$ cat config.mk
export PLATFORM = sky130hd
export DESIGN_NAME = bsl_tree
export DESIGN_NICKNAME = d
export VERILOG_FILES = /design/src/rtl/bsl_pkg.sv /design/src/rtl/bsl_framer.sv /design/src/rtl/bsl_add_node.sv /design/src/rtl/bsl_level.sv /design/src/rtl/bsl_tree.sv
export SDC_FILE = /design/constraint.sdc
export NUM_CORES = 2
export LEC_CHECK = 0
export BUFFER_PORTS_ARGS = -buffer_cell sky130_fd_sc_hd__buf_2
export CORE_MARGIN = 3
export CORE_UTILIZATION = 40
export CTS_CLUSTER_DIAMETER = 80
export CTS_CLUSTER_SIZE = 14
export DETAILED_ROUTE_END_ITERATION = 7
export GPL_TIMING_DRIVEN = 0
export PLACE_DENSITY_LB_ADDON = 0.25
export SLEW_MARGIN = 40
export SYNTH_ARGS = -nofsm -noshare
export SYNTH_HDL_FRONTEND = slang
export SYNTH_SLANG_ARGS = --single-unit
$ cat constraint.sdc
create_clock -name clk -period 37 [get_ports clk]
set_clock_uncertainty 0.15 [all_clocks]
set_input_delay 1.85 -clock clk [delete_from_list [all_inputs] [get_ports clk]]
set_output_delay 1.85 -clock clk [all_outputs]
set_load 0.005 [all_outputs]
$ cat src/rtl/bsl_pkg.sv
package bsl_pkg;

    // Width of a bit index that counts 0..w (w marks "outside a word").
    function automatic int unsigned bsl_idx_w(input int unsigned w);
        return $clog2(w + 1);
    endfunction

    // State of one serial adder: carry into the next bit, registered sum.
    typedef struct packed {
        logic carry;
        logic sum;
    } bsl_node_t;

endpackage

$ cat src/rtl/bsl_framer.sv
module bsl_framer
    import bsl_pkg::*;
#(
    parameter int W = 16,
    parameter int N = 9
) (
    input  logic                        clk,
    input  logic                        rst_n,
    input  logic                        sow_in,
    input  logic                        coef_a,
    output logic [N-1:0][bsl_idx_w(W)-1:0] lvl_idx,
    output logic                        a_dly,
    output logic                        sow_out
);

    localparam int IW = bsl_idx_w(W);
    localparam int AD = (N > 1) ? N - 1 : 1;
    localparam logic [IW-1:0] W_L = IW'(W);

    typedef struct packed {
        logic [IW-1:0]         cnt;   // index of the next input bit
        logic [N:1][IW-1:0]    pipe;  // bit index seen by each register stage
        logic [AD-1:0]         adl;   // delay line for coefficient A
    } fr_t;

    fr_t fr_d, fr_q;
    logic [IW-1:0] idx_in;

    assign idx_in = sow_in ? '0 : fr_q.cnt;

    always_comb begin
        fr_d = fr_q;
        if (idx_in < W_L) begin
            fr_d.cnt = idx_in + IW'(1);
        end else begin
            fr_d.cnt = W_L;
        end
        fr_d.pipe[1] = idx_in;
        for (int k = 2; k <= N; k++) begin
            fr_d.pipe[k] = fr_q.pipe[k-1];
        end
        fr_d.adl = AD'({fr_q.adl, coef_a});
    end

    always_ff @(posedge clk or negedge rst_n) begin
        if (!rst_n) begin
            fr_q <= '{cnt: W_L, pipe: {N{W_L}}, adl: '0};
        end else begin
            fr_q <= fr_d;
        end
    end

    always_comb begin
        lvl_idx[0] = idx_in;
        for (int k = 1; k < N; k++) begin
            lvl_idx[k] = fr_q.pipe[k];
        end
    end

    // Every level needs A delayed by N-1 cycles in total.
    assign a_dly   = (N > 1) ? fr_q.adl[AD-1] : coef_a;
    assign sow_out = (fr_q.pipe[N] == '0);

    AST_SOW_GAP: assert property (@(posedge clk) disable iff (!rst_n)
        sow_in |-> (fr_q.cnt == W_L));

    AST_CNT_RANGE: assert property (@(posedge clk) disable iff (!rst_n)
        fr_q.cnt <= W_L);

endmodule

$ cat src/rtl/bsl_add_node.sv
module bsl_add_node
    import bsl_pkg::*;
(
    input  logic clk,
    input  logic rst_n,
    input  logic start,
    input  logic x,
    input  logic y,
    output logic sum
);

    bsl_node_t nd_d, nd_q;
    logic      cin;

    assign cin = start ? 1'b0 : nd_q.carry;

    always_comb begin
        nd_d.sum   = x ^ y ^ cin;
        nd_d.carry = (x & y) | (cin & (x ^ y));
    end

    always_ff @(posedge clk or negedge rst_n) begin
        if (!rst_n) begin
            nd_q <= '0;
        end else begin
            nd_q <= nd_d;
        end
    end

    assign sum = nd_q.sum;

    AST_CARRY_START: assert property (@(posedge clk) disable iff (!rst_n)
        start |=> (nd_q.carry == $past(x & y)));

    AST_SUM_START: assert property (@(posedge clk) disable iff (!rst_n)
        start |=> (sum == $past(x ^ y)));

endmodule

$ cat src/rtl/bsl_level.sv
module bsl_level
    import bsl_pkg::*;
#(
    parameter int W = 16,
    parameter int N = 9,
    parameter int K = 0
) (
    input  logic                    clk,
    input  logic                    rst_n,
    input  logic [(2**K)-1:0]       par,
    input  logic [bsl_idx_w(W)-1:0] idx,
    input  logic                    a_dly,
    output logic [(2**(K+1))-1:0]   kid
);

    localparam int IW = bsl_idx_w(W);
    localparam int P  = 2**K;
    localparam int S  = N - 1 - K;   // shift of A at this level
    localparam logic [IW-1:0] S_L = IW'(S);

    typedef struct packed {
        logic [P-1:0] pass;
    } lv_t;

    lv_t  lv_d, lv_q;
    logic addend;
    logic start;
    logic [P-1:0] node_sum;

    assign start = (idx == '0);

    if (S == 0) begin : g_noshift
        assign addend = a_dly;
    end else begin : g_shift
        assign addend = (idx >= S_L) ? a_dly : 1'b0;
    end

    always_comb begin
        lv_d      = lv_q;
        lv_d.pass = par;
    end

    always_ff @(posedge clk or negedge rst_n) begin
        if (!rst_n) begin
            lv_q <= '0;
        end else begin
            lv_q <= lv_d;
        end
    end

    for (genvar p = 0; p < P; p++) begin : g_node
        bsl_add_node u_node (
            .clk   (clk),
            .rst_n (rst_n),
            .start (start),
            .x     (par[p]),
            .y     (addend),
            .sum   (node_sum[p])
        );
        assign kid[2*p]   = lv_q.pass[p];
        assign kid[2*p+1] = node_sum[p];

        if (S > 0) begin : g_chk
            AST_ZERO_ADDEND: assert property (@(posedge clk) disable iff (!rst_n)
                (idx < S_L) |=> (kid[2*p+1] == $past(par[p])));
        end
    end

endmodule

$ cat src/rtl/bsl_tree.sv
module bsl_tree
    import bsl_pkg::*;
#(
    parameter int W = 16,
    parameter int N = 9
) (
    input  logic              clk,
    input  logic              rst_n,
    input  logic              sow_in,
    input  logic              coef_a,
    input  logic              const_c,
    output logic              sow_out,
    output logic [(2**N)-1:0] lines
);

    localparam int IW = bsl_idx_w(W);
    localparam int L  = 2**N;

    // Streams of all levels, heap order: level k occupies [2^k-1 +: 2^k].
    logic [2*L-2:0]           stream;
    logic [N-1:0][IW-1:0]     lvl_idx;
    logic                     a_dly;

    assign stream[0] = const_c;

    bsl_framer #(.W(W), .N(N)) u_framer (
        .clk     (clk),
        .rst_n   (rst_n),
        .sow_in  (sow_in),
        .coef_a  (coef_a),
        .lvl_idx (lvl_idx),
        .a_dly   (a_dly),
        .sow_out (sow_out)
    );

    for (genvar k = 0; k < N; k++) begin : g_lvl
        bsl_level #(.W(W), .N(N), .K(k)) u_level (
            .clk   (clk),
            .rst_n (rst_n),
            .par   (stream[(2**k)-1 +: 2**k]),
            .idx   (lvl_idx[k]),
            .a_dly (a_dly),
            .kid   (stream[(2**(k+1))-1 +: 2**(k+1)])
        );
    end

    assign lines = stream[L-1 +: L];

endmodule

==> results.py <==
metrics = {
    "sta": {
        "layout_min_cycle_time_ns": 4.173,
        "unrepaired_setup_endpoints_after_global_routing": "no",
        "worst_slew_margin_rel_pct": 44.17,
        "fin_hold_ws_ns": 0.1996,
        "drv_slew": 0,
        "hold_violations": 0,
        "highest_clock_rate_ghz": 0.2396,
        "finalSetupTns_ns": 0,
        "worst_pin_slew_ns": 0.8374,
        "fin_crit_sh_pct": 11.28,
        "setup-violations-final": 0,
    },
    "worst_setup_path": {
        "path_class": "primary input to async pin",
        "rrSetupSlack_ns": 33.93,
        "crit_path_end": "g_lvl[8].u_level.g_node[241].u_node.nd_q[1]$_DFF_PN0_",
        "path_common_cell": "buf_16",
        "setup.worst_path.start_class": "primary input",
        "worstSetupPathDepth": 7,
        "critPathMaxStageDelay_ns": 0.43,
        "crit_path_end_kind": "async pin",
        "rr_worst_depth": 7,
        "slowest_stage": "buf_16",
        "worstPathRequired_ns": 37.71,
        "r2r_end": "g_lvl[8].u_level.g_node[185].u_node.sum$_DFF_PN0_",
        "path_buf_inv": 7,
        "cp_max_fo": 104,
        "worstSetupStartpoint": "rst_n",
        "crit_family": "buffers and inverters",
        "worstPathCellList": "buf_12 > buf_16 > buf_16 > buf_16 > buf_16 > buf_16 > buf_16",
        "worst-endpoint-arrival_ns": 4.89,
        "rr_startpoint": "u_framer.lvl_idx[44]$_DFF_PN1_",
    },
    "synthesis": {
        "syn_avg_cell_area_um2": 13.83,
        "postSynthCellCount": 4377,
        "yosys_warnings": 0,
        "synth.top_cell.area_share_pct": 65.33,
        "synth.ff_latch_count": 1591,
        "synth-seq-area-share_pct": 65.77,
        "yosys-top-cells-area": "dfrtp_1 (65%), fa_1 (11%), inv_1 (6.4%)",
        "yosys.area.top_type": "dfrtp_1",
        "synthesized_area_um2": 60550,
        "synth_fp_nets": 4895,
        "netlist-cell-type-count": 35,
    },
    "drt": {
        "post_drt_wl_per_cell_um": 17.75,
        "highest_layer": "met4",
        "post-route-drc-count": 0,
        "wirelength_met1_mm": 53.72,
        "met3_wirelength_mm": 6.852,
        "route.detailed.vias_per_inst": 4.204,
        "drtPass1Iterations": 4,
        "detailroute.wirelength.met2_mm": 62.97,
        "routed-via-count": 29950,
        "final_wirelength_mm": 126.4,
        "first_iter_violations": 1490,
        "route.antenna.remaining_nets": 0,
    },
    "layout": {
        "num-fill-cells": 13470,
        "post-route-util_pct": 46.86,
        "nNetsFinal": 5579,
        "final_cell_area_um2": 70350,
        "flow.area_growth_from_synthesis_pct": 16.18,
        "drive_above_1_share_pct": 20.44,
    },
    "placed_design": {
        "io_buffer_count": 517,
        "detailedPlacementHpwl_mm": 88.34,
        "detailed_place.area_um2": 66550,
        "gpl_congestion": 0.7425,
    },
    "cts": {
        "cts_tree": "done",
        "worst_skew_pair.late_latency_ns": 0.76,
        "post_cts.repair.setup_buffers": 0,
        "htreeDepth": 4,
        "cts.sinks": 1591,
        "numCtsBuffers": 134,
        "ctsResizeCount": 0,
        "clock_path_buffers": 3,
        "clkTransAtPathRegs_ns": 0.07,
        "post_cts_hold_buffer_count": 0,
        "cts_root_buf": "clkbuf_16",
    },
    "power_and_ir_drop": {
        "leakagePower_nw": 38.22,
        "vdd_ir_drop_max_v": 0.00004127,
        "power.density_nw_per_um2": 71.91,
    },
    "grt": {
        "total_overflow_reported_by_the_global_router": 0,
        "wire_length_of_the_first_global_routing_pass_mm": 199.4,
        "number_of_antenna_violations_at_the_first_check_in_global_routing": 10,
        "grt_util_all_layers_pct": 16.99,
        "grt_max_degree": 107,
        "grt_pass1_vias": 32640,
    },
    "die": {
        "ioPinCount": 518,
        "fp.dieArea_um2": 156100,
        "core.rowCount": 142,
        "floorplan.initialDensity_pct": 40.33,
        "design.core.area_um2": 150100,
        "die_height_um": 395.1,
        "die_width_um": 395.1,
    },
    "run_status": {
        "outcome": "completed",
    },
    "run": {
        "drv.max_cap_violation_count": 0,
    },
    "hold_path": {
        "worstHoldPathType": "register to register",
    },
}
==> layout by cell type (no fill, tap or decap), drive strengths merged, types with 4 or more instances in the layout <==
master	netlist	routed
nor3	5	5
clkbuf	52	214
inv	1025	1032
fa	341	341
dfrtp	1581	1581
nand2	348	348
and2	162	162
xnor2	163	163
ha	172	172
nor2b	6	6
and2b	8	8
diode	0	5
a21o	172	172
clkinv	0	5
xor2	9	9
nor2	11	11
nand2b	4	4
dfstp	10	10
buf	294	842
==> layout make-up <==
cell class	instances	area [um2]	share of cell area, %
antenna	5	12.51	0.01778
tap	2016	2522	3.585
multi-input combinational	1415	14420	20.50
sequential	1591	39830	56.61
inverter	1025	3855	5.479
buffer	346	2512	3.571
clock inverter	16	210.2	0.2988
clock buffer	162	3585	5.095
timing repair buffer	548	3411	4.848
==> cells in the mapped netlist (all sizes together) <==
| library cell | instances |
|---|---|
| nor3 | 5 |
| nand2 | 348 |
| nor2b | 6 |
| a21o | 172 |
| nor2 | 11 |
| a31o | 1 |
| a21oi | 2 |
| buf | 294 |
| xnor2 | 163 |
| nor4b | 1 |
| nor4 | 1 |
| clkbuf | 52 |
| xor2 | 9 |
| dfstp | 10 |
| ha | 172 |
| and2b | 8 |
| or3 | 2 |
| a31oi | 1 |
| fa | 341 |
| or4 | 2 |
| o21ai | 1 |
| a2111o | 1 |
| nand2b | 4 |
| inv | 1025 |
| and2 | 162 |
| nand3 | 1 |
| dfrtp | 1581 |
| a311o | 1 |
==> flip-flops by register name (all words and copies together) (netlist names) <==
| register | cells |
|---|---|
| g_lvl.u_level.g_node.u_node.nd_q | 511 |
| g_lvl.u_level.g_node.u_node.sum | 511 |
| g_lvl.u_level.lv_q | 511 |
| u_framer.lvl_idx | 40 |
| u_framer.fr_q | 10 |
| u_framer.fr_d | 7 |
| u_framer.a_dly | 1 |
==> report_power, final <==
part | internal, W | switching, W | total, W
clock | 0.000696 | 0.000617 | 0.00131
sequential | 0.00228 | 0.000261 | 0.00254
combinational | 0.000595 | 0.000609 | 0.00120
total | 0.00357 | 0.00149 | 0.00506
==> routing by layer <==
layer | GRT usage, % | vias to the layer above
li1 | - | 13660
met1 | 22.36 | 15640
met5 | 0 | -
met2 | 28.30 | 477
met4 | 4.437 | 0
met3 | 4.133 | 169
==> through the flow <==
step | instances | power [W] | setup slack [ns]
6_report | 7124 | 0.005059 | 32.83
5_1_grt | 7119 | 0.005438 | 32.35
4_1_cts | 7119 | 0.005175 | 32.68
3_5_place_dp | 6941 | 0.003825 | 31.82
3_3_place_gp | 6910 | 0.003797 | -1.692
2_1_floorplan | 4377 | 0.003195 | 24.43
==> kinds of logic after synthesis <==
kind of cell | count (synthesis) | share of synthesized area (%)
flops | 1591 | 65.77
xor+xnor | 172 | 2.488
simple gates | 551 | 4.234
buf+inv | 1371 | 10.46
fa+ha+maj | 513 | 14.83
compound gates | 179 | 2.227
==> worst min-delay path by stage <==
stage	start	to	slack (ns)	cells past startpoint
after detailed placement	u_framer.fr_d[6]$_DFF_PN0_	u_framer.fr_d[7]$_DFF_PN0_	0.18	0
after floorplan	u_framer.fr_d[7]$_DFF_PN0_	u_framer.a_dly$_DFF_PN0_	0.18	0
after global placement	u_framer.fr_d[7]$_DFF_PN0_	u_framer.a_dly$_DFF_PN0_	0.18	0
after CTS	u_framer.fr_d[6]$_DFF_PN0_	u_framer.fr_d[7]$_DFF_PN0_	0.20	0
after global routing	u_framer.fr_d[4]$_DFF_PN0_	u_framer.fr_d[5]$_DFF_PN0_	0.22	0
final	u_framer.fr_d[6]$_DFF_PN0_	u_framer.fr_d[7]$_DFF_PN0_	0.20	0
==> worst reg2reg max path: cells and delay by family, from the launching register on <==
kind,cells,cell delay (ns)
adder cells (fa/ha/maj),1,0.55
buffers and inverters,3,1.28
flip-flops,1,0.53
AND/OR/NAND/NOR,3,0.45
No activity file was read; power rests on OpenSTA's default activity.
